==> config.mk <==
export PLATFORM = sky130hd
export DESIGN_NAME = burst_col_gen
export DESIGN_NICKNAME = d
export VERILOG_FILES = /design/src/rtl/bcg_pkg.sv /design/src/rtl/bcg_mode_reg.sv /design/src/rtl/bcg_len_decode.sv /design/src/rtl/bcg_addr_map.sv /design/src/rtl/burst_col_gen.sv
export SDC_FILE = /design/constraint.sdc
export NUM_CORES = 1
export LEC_CHECK = 0
export BUFFER_PORTS_ARGS = -buffer_cell sky130_fd_sc_hd__clkbuf_2
export CAP_MARGIN = 20
export CORE_MARGIN = 4
export CORE_UTILIZATION = 45
export CTS_BUF_LIST = sky130_fd_sc_hd__clkbuf_8
export DETAILED_ROUTE_END_ITERATION = 10
export PLACE_DENSITY = 0.74
export SYNTH_ARGS = -nofsm -noshare
export SYNTH_HDL_FRONTEND = slang
export SYNTH_SLANG_ARGS = --single-unit
==> constraint.sdc <==
create_clock -name clk -period 2 [get_ports clk]
set_clock_uncertainty 0.15 [all_clocks]
set_input_delay 0.1 -clock clk [delete_from_list [all_inputs] [get_ports clk]]
set_output_delay 0.1 -clock clk [all_outputs]
set_load 0.02 [all_outputs]
==> src/rtl/bcg_pkg.sv <==
package bcg_pkg;
  localparam int KEY_W = 11;

  typedef struct packed {
    logic [2:0] len_code;
    logic       ilv;
    logic [2:0] lat_code;
    logic       wr_single;
  } mode_t;
endpackage

==> src/rtl/bcg_mode_reg.sv <==
module bcg_mode_reg
  import bcg_pkg::*;
(
  input  logic             clk,
  input  logic             rst_n,
  input  logic             load,
  input  logic [KEY_W-1:0] key,
  output mode_t            mode_q
);
  logic rfu_set;
  assign rfu_set = key[10] | key[8] | key[7];

  always_ff @(posedge clk) begin
    if (!rst_n) begin
      mode_q <= '0;
    end else if (load && !rfu_set) begin
      mode_q.len_code  <= key[2:0];
      mode_q.ilv       <= key[3];
      mode_q.lat_code  <= key[6:4];
      mode_q.wr_single <= key[9];
    end
  end

  AST_RFU_IGNORED: assert property (@(posedge clk) disable iff (!rst_n)
    load && rfu_set |=> $stable(mode_q));
endmodule

==> src/rtl/bcg_len_decode.sv <==
module bcg_len_decode
  import bcg_pkg::*;
#(
  parameter int COL_W = 8
) (
  input  mode_t            mode,
  input  logic             is_write,
  output logic [COL_W-1:0] mask,
  output logic             full_page,
  output logic             ilv,
  output logic             err,
  output logic [1:0]       lat
);
  always_comb begin
    mask      = '0;
    full_page = 1'b0;
    err       = 1'b0;
    unique case (mode.len_code)
      3'b000: mask = COL_W'(0);
      3'b001: mask = COL_W'(1);
      3'b010: mask = COL_W'(3);
      3'b011: mask = COL_W'(7);
      3'b111: begin
        if (mode.ilv) begin
          err = 1'b1;
        end else begin
          mask      = '1;
          full_page = 1'b1;
        end
      end
      default: err = 1'b1;
    endcase
    if (mode.wr_single && is_write) begin
      mask      = '0;
      full_page = 1'b0;
    end
    ilv = mode.ilv & ~full_page;
  end

  always_comb begin
    unique case (mode.lat_code)
      3'b001:  lat = 2'd1;
      3'b010:  lat = 2'd2;
      3'b011:  lat = 2'd3;
      default: lat = 2'd0;
    endcase
  end
endmodule

==> src/rtl/bcg_addr_map.sv <==
module bcg_addr_map #(
  parameter int COL_W = 8
) (
  input  logic [COL_W-1:0] base,
  input  logic [COL_W-1:0] beat,
  input  logic [COL_W-1:0] mask,
  input  logic             ilv,
  output logic [COL_W-1:0] addr
);
  logic [COL_W-1:0] low;
  assign low = ilv ? (base ^ beat) : (base + beat);

  for (genvar b = 0; b < COL_W; b++) begin : g_bit
    assign addr[b] = mask[b] ? low[b] : base[b];
  end
endmodule

==> src/rtl/burst_col_gen.sv <==
module burst_col_gen
  import bcg_pkg::*;
#(
  parameter int COL_W = 8
) (
  input  logic             clk,
  input  logic             rst_n,
  input  logic             mode_load,
  input  logic [KEY_W-1:0] mode_key,
  input  logic             start,
  input  logic             start_write,
  input  logic [COL_W-1:0] start_col,
  input  logic             burst_stop,
  input  logic             terminate,
  input  logic             out_ready,
  output logic [COL_W-1:0] col_addr,
  output logic             col_valid,
  output logic             col_last,
  output logic [1:0]       cas_lat,
  output logic             mode_err
);
  mode_t            mode_q;
  logic [COL_W-1:0] dec_mask;
  logic             dec_fp;
  logic             dec_ilv;

  logic             active_q;
  logic [COL_W-1:0] beat_q;
  logic [COL_W-1:0] base_q;
  logic [COL_W-1:0] mask_q;
  logic             fp_q;
  logic             ilv_q;
  logic             final_beat;

  bcg_mode_reg u_mode (
    .clk    (clk),
    .rst_n  (rst_n),
    .load   (mode_load),
    .key    (mode_key),
    .mode_q (mode_q)
  );

  bcg_len_decode #(.COL_W(COL_W)) u_dec (
    .mode      (mode_q),
    .is_write  (start_write),
    .mask      (dec_mask),
    .full_page (dec_fp),
    .ilv       (dec_ilv),
    .err       (mode_err),
    .lat       (cas_lat)
  );

  assign final_beat = active_q && !fp_q && (beat_q == mask_q);

  always_ff @(posedge clk) begin
    if (!rst_n) begin
      active_q <= 1'b0;
      beat_q   <= '0;
      base_q   <= '0;
      mask_q   <= '0;
      fp_q     <= 1'b0;
      ilv_q    <= 1'b0;
    end else if (terminate) begin
      active_q <= 1'b0;
    end else if (start) begin
      active_q <= 1'b1;
      beat_q   <= '0;
      base_q   <= start_col;
      mask_q   <= dec_mask;
      fp_q     <= dec_fp;
      ilv_q    <= dec_ilv;
    end else if (burst_stop) begin
      active_q <= 1'b0;
    end else if (active_q && out_ready) begin
      if (final_beat) active_q <= 1'b0;
      else            beat_q   <= beat_q + 1'b1;
    end
  end

  bcg_addr_map #(.COL_W(COL_W)) u_map (
    .base (base_q),
    .beat (beat_q),
    .mask (mask_q),
    .ilv  (ilv_q),
    .addr (col_addr)
  );

  assign col_valid = active_q;
  assign col_last  = final_beat;

  AST_START_FIRST: assert property (@(posedge clk) disable iff (!rst_n)
    start && !terminate |=> col_valid && (col_addr == $past(start_col)));
  AST_LAST_VALID: assert property (@(posedge clk) disable iff (!rst_n)
    col_last |-> col_valid);
  AST_LAST_DONE: assert property (@(posedge clk) disable iff (!rst_n)
    col_last && out_ready && !start && !terminate |=> !col_valid);
  AST_STOP_END: assert property (@(posedge clk) disable iff (!rst_n)
    burst_stop && !start && !terminate |=> !col_valid);
  AST_TERM_END: assert property (@(posedge clk) disable iff (!rst_n)
    terminate |=> !col_valid);
  AST_STALL_HOLD: assert property (@(posedge clk) disable iff (!rst_n)
    col_valid && !out_ready && !start && !terminate && !burst_stop
    |=> col_valid && $stable(col_addr));
  AST_HIGH_HOLD: assert property (@(posedge clk) disable iff (!rst_n)
    col_valid && !fp_q && $past(col_valid) && !$past(start)
    |-> col_addr[COL_W-1:3] == $past(col_addr[COL_W-1:3]));
  AST_ERR_SINGLE: assert property (@(posedge clk) disable iff (!rst_n)
    start && !terminate && mode_err |=> col_last);
  AST_FP_NO_LAST: assert property (@(posedge clk) disable iff (!rst_n)
    fp_q |-> !col_last);
endmodule

After elaboration in Yosys (flattened, before gate mapping) --
Index checks and enable logic that the tools add are counted.
Word-level totals: flip-flop bits (word level) 35, input bits 27, output and inout port bits 13, logic and storage cells 71
Operators by class: add/subtract/negate cells 2, equality and inequality tests 10, muxes and demuxes 26, bitwise operators 7, reductions and logical operators 16
Operators by type and width (count):
- two-way mux 8 bit | 7
- case mux 8 bit (4 select lines) | 1
- two-way mux 1 bit | 16
- equality test 3 x 2 -> 1 bit (second input constant) | 4
- adder 8 x 1 -> 8 bit (second input constant) | 1
- adder 8 bit | 1
- equality test 8 bit | 1
- bitwise XOR 8 bit | 1
- equality test 3 x 1 -> 1 bit (second input constant) | 2
- case mux 2 bit (3 select lines) | 1
- nonzero test 3 bit | 2
- logical AND 1 bit | 5
- != test 2 bit (second input constant) | 2
- AND reduction 2 bit | 2
- AND reduction 4 bit | 1
- OR reduction 4 bit | 1
- equality test 3 bit (second input constant) | 1
- zero test 3 bit | 1
- NOT 1 bit | 3
- zero test 1 bit | 2
- OR 1 bit | 2
- case mux 1 bit (2 select lines) | 1
- nonzero test 2 bit | 1
- OR reduction 2 bit | 1
- AND 1 bit | 1

Longest topological paths before layout --
word-level depth 7, depth in mapped cells 7, gate-level depth less buffers 7

Cells and area by module --
A second synthesis with hierarchy kept.
Second synthesis, totals: cells, all modules 273, area total of the unflattened synthesis 2277.2 um^2
Modules (own cells, without submodules):
- burst_col_gen | times used 1, cells each 167, area each 1402.6 um^2, seq. area each 540.5 um^2
- bcg_addr_map | times used 1, cells each 51, area each 401.6 um^2, seq. area each 0.0 um^2
- bcg_mode_reg | times used 1, cells each 36, area each 345.3 um^2, seq. area each 160.2 um^2
- bcg_len_decode | times used 1, cells each 19, area each 127.6 um^2, seq. area each 0.0 um^2

Worst setup path before layout --
OpenSTA, ideal clock, no wires.
path type flip-flop to output port, start point register beat_q[1], end point output port col_addr[7], arrival time 1.936 ns, required time 1.750 ns, path slack -0.186 ns, cell stages (with the launch flop) 7, buffers on the path 0, cells stage by stage dfxtp_1 > ha_1 > a211oi_1 > o32ai_1 > a31oi_1 > mux2i_1 > xor2_1
On the way: word-level cells in the longest chain between the ends 3
Ends and longest elaborated chain:
- from (decl) | line burst_col_gen.sv:28 | logic [COL_W-1:0] beat_q;
- from (signal assigned) | line burst_col_gen.sv:76 | else beat_q <= beat_q + 1'b1;
- adder 8 bit | line bcg_addr_map.sv:11 | assign low = ilv ? (base ^ beat) : (base + beat);
- two-way mux 8 bit | line bcg_addr_map.sv:11
- two-way mux 1 bit | line bcg_addr_map.sv:14 | assign addr[b] = mask[b] ? low[b] : base[b];
- to (decl) | line burst_col_gen.sv:16 | output logic [COL_W-1:0] col_addr,
No other way between the ends.

Worst setup path in the final report --
start point register base_q[1], end point output port col_addr[5]
On the way: word-level cells in the longest chain between the ends 3
Ends and longest elaborated chain:
- from (decl) | line burst_col_gen.sv:29 | logic [COL_W-1:0] base_q;
- from (signal assigned) | line burst_col_gen.sv:68 | base_q <= start_col;
- adder 8 bit | line bcg_addr_map.sv:11
- two-way mux 8 bit | line bcg_addr_map.sv:11
- two-way mux 1 bit | line bcg_addr_map.sv:14
No other way between the ends.

==> flow_metrics.env <==
export IMPL_slew_violations=0
export IMPL_arrival_ps=2100
export IMPL_drt_iter0_markers=126
export IMPL_drt_wl_total_um=5110
export IMPL_syn_cell_area_um2=1770
export IMPL_ctsLongestPathBuffers=2
export IMPL_synth_top_area_share_pct=33.9
export IMPL_p_sw_share_pct=24.3
export IMPL_numCtsBuffers=5
export IMPL_drv_cap=0
export IMPL_r2r_end="beat_q[1]"
export IMPL_p_comb_share_pct=13.7
export IMPL_port_buffers=39
export IMPL_fin_nets=341
export IMPL_p_int_mw=1.07
export IMPL_drc_errors=0
export IMPL_slowest_stage="dfxtp_2"
export IMPL_tns_ps=-1180
export IMPL_grt_max_degree=21
export IMPL_syn_inst=223
export IMPL_synth_main_ff_cell="dfxtp_1"
export IMPL_syn_area_per_cell_um2=7.94
export IMPL_ys_seq_area_share_pct=33.9
export IMPL_first_pass_iters=5
export IMPL_die_w_um=70.7
export IMPL_io_pins=40
export IMPL_crit_path_end_kind="output port"
export IMPL_power_density_nw_per_um2=537
export IMPL_period_minus_slack_ps=2350
export IMPL_rows=22
export IMPL_synth_top_cell_by_area="dfxtp_1"
export IMPL_grt_total_usage_pct=20.7
export IMPL_clkPwrFrac_pct=42.5
export IMPL_outcome="finished, violations left"
export IMPL_path_cells="ha_4 -> a211oi_4 -> o32ai_2 -> buf_4 -> buf_4 -> xor2_1 -> mux2_2 -> clkbuf_2"
export IMPL_worstPathMaxFanout=3
export IMPL_area_growth_pct=49.2
export IMPL_clock_latency_ps=290
export IMPL_yosysMostFrequentCell="nand2_1"
export IMPL_cp_slowest_stage_delay_ps=380
export IMPL_min_from="burst_stop"
export IMPL_grt_pass1_vias=1820
export IMPL_ant_nets=0
export IMPL_start_util_pct=47.3
export IMPL_ys_types=41
export IMPL_cts_sinks=30
export IMPL_ys_seq_elements=30
export IMPL_timing_rr_start="beat_q[1]"
export IMPL_die_h_um=70.7
export IMPL_reg2reg_slack_ps=10
export IMPL_whs_ps=11.4
export IMPL_cpMostUsedCell="buf_4"
export IMPL_slew_headroom_pct=73.5
export IMPL_p_leak_nw=1.13
export IMPL_diodes=0
export IMPL_start_kind="register"
export IMPL_wl_per_cell_um=14.4
export IMPL_dp_cells=325
export IMPL_synthesis_nets=259
export IMPL_cp_required_ps=1750
export IMPL_rsz0062_at_grt="true"
export IMPL_synth_edf_count=0
export IMPL_synth_warnings=0
export IMPL_vdd_drop_max_v=0.000339
export IMPL_cts_htree_levels=2
export IMPL_hold_depth=4
export IMPL_async_reset_ff_share_pct=0
export IMPL_fmax_mhz=425
export IMPL_tightest_slew_ps=398
export IMPL_cts_root_buf="clkbuf_8"
export IMPL_coreArea_um2=3740
export IMPL_setup_ws_ps=-354
export IMPL_finalHoldViolCount=0
export IMPL_vias_per_cell=5.29
export IMPL_worstRegToRegCells=7
export IMPL_pre_cts_ws_ps=-116
export IMPL_hp_class="in -> reg"
export IMPL_seqPwrFrac_pct=43.7
export IMPL_route_vias_total=1874
export IMPL_drive_above_1_share_pct=34.6
export IMPL_gp_congestion=0.845
export IMPL_setup_viol=5
export IMPL_timing_final_crit_share_pct=118
export IMPL_synth_area_leaders="dfxtp_1 34%, nand2_1 9.3%, a21oi_1 5.7%"
export IMPL_p_sw_mw=0.345
export IMPL_cts_tree="built"
export IMPL_grt_pass1_wl_um=8240
export IMPL_die_area_um2=5000
export IMPL_holdPathEnd="col_valid"
export IMPL_final_cells=354
export IMPL_synthTopCellsByCount="44 x nand2_1, 30 x dfxtp_1, 20 x a21oi_1"
export IMPL_clkTransAtPathRegs_ps=70
export IMPL_grt_overflow=0
export IMPL_antenna_found_initial=0
export IMPL_hpwl_um=3320
export IMPL_violations="setup timing"
export IMPL_crit_type="reg -> out"
## cell families (layout without fill, tap and decap cells)
group | count (synthesis) | count (layout) | synth area share, %
compound gates | 51 | 51 | 18.8
xor+xnor | 13 | 13 | 6.43
fa+ha+maj | 9 | 9 | 6.78
buf+inv | 17 | 100 | 3.60
flops | 30 | 30 | 33.9
mux | 5 | 5 | 3.04
simple gates | 98 | 98 | 27.4
## power by group through the flow
| stage | Clock, mW | Sequential (mW) | Combinational [mW] |
|---|---|---|---|
| final | 0.603 | 0.620 | 0.195 |
| after global routing | 0.634 | 0.621 | 0.212 |
| after floorplan | 0 | 0.632 | 0.0820 |
| after global placement | 0 | 0.633 | 0.147 |
| after CTS | 0.613 | 0.619 | 0.188 |
| after detailed placement | 0 | 0.633 | 0.150 |
## sequential cells by signal (all words and copies together) (netlist names)
| signal | count |
|---|---|
| base_q | 8 |
| ilv_q | 1 |
| u_mode.mode_q | 8 |
| beat_q | 8 |
| fp_q | 1 |
| mask_q | 3 |
| col_valid | 1 |
## how the worst max path moves through the flow
| stage | start | endpoint |
|---|---|---|
| 2_1_floorplan | beat_q[0] | col_addr[6] |
| 5_1_grt | base_q[1] | col_addr[7] |
| 6_report | base_q[1] | col_addr[5] |
| 3_5_place_dp | beat_q[0] | col_addr[6] |
| 3_3_place_gp | beat_q[0] | col_addr[6] |
| 4_1_cts | base_q[1] | col_addr[7] |
## per-stage QoR
step	utilization, %	area (um2)	total power, mW
final	70.6	2640	1.42
after global routing	70.6	2640	1.47
after CTS	69.2	2590	1.42
after detailed placement	59.1	2210	0.783
after global placement	59.1	2210	0.779
after floorplan	-	1800	0.714
## area by class of cell
cell class	instances	area, um2
Fill cell	292	1100
Timing Repair Buffer	87	641
Tap cell	48	60.1
Clock buffer	5	68.8
Clock inverter	3	37.5
Inverter	5	18.8
Sequential cell	30	609
Multi-Input combinational cell	176	1210
## routing by layer
metal	part of all wire, %	vias to the layer above	global-route usage (%)
met5	0	-	0
met4	2.8	0	10.6
met3	4.5	13	4.83
met1	45	870	25.9
li1	-	941	-
met2	48	50	33.1
## worst max-delay path, delay by kind of cell, from the launching register on
family	cells	cell delay [ps]
mux	1	270
buf+inv	3	420
fa+ha+maj	1	230
compound gates	2	390
flops	1	380
xor+xnor	1	130
## repair_timing
item / 4_1_cts / 5_1_grt
hold buffers: 17 / 0
pin swaps: 11 / 5
hold endpoints to repair: 17 / 0
gates resized for setup: 18 / 12
setup buffers: 2 / 2
setup endpoints to repair: 6 / 11
## cells in the final DEF (no fill, tap or decap), drive strengths merged, types with 2 or more instances in the layout
cell / count
nor2: 19
a32oi: 3
xor2: 6
o211ai: 2
nand3b: 3
dfxtp: 30
nand2: 44
and2: 3
inv: 7
a21boi: 9
a211oi: 3
nor2b: 5
xnor2: 7
dlygate4sd3: 17
nand4: 2
ha: 8
nor4b: 2
o21ai: 3
nor4: 2
mux2i: 2
nand2b: 3
a31oi: 4
nand3: 7
mux2: 3
clkbuf: 41
buf: 34
or3b: 2
a21oi: 21
(Power assumes the default switching activity.)
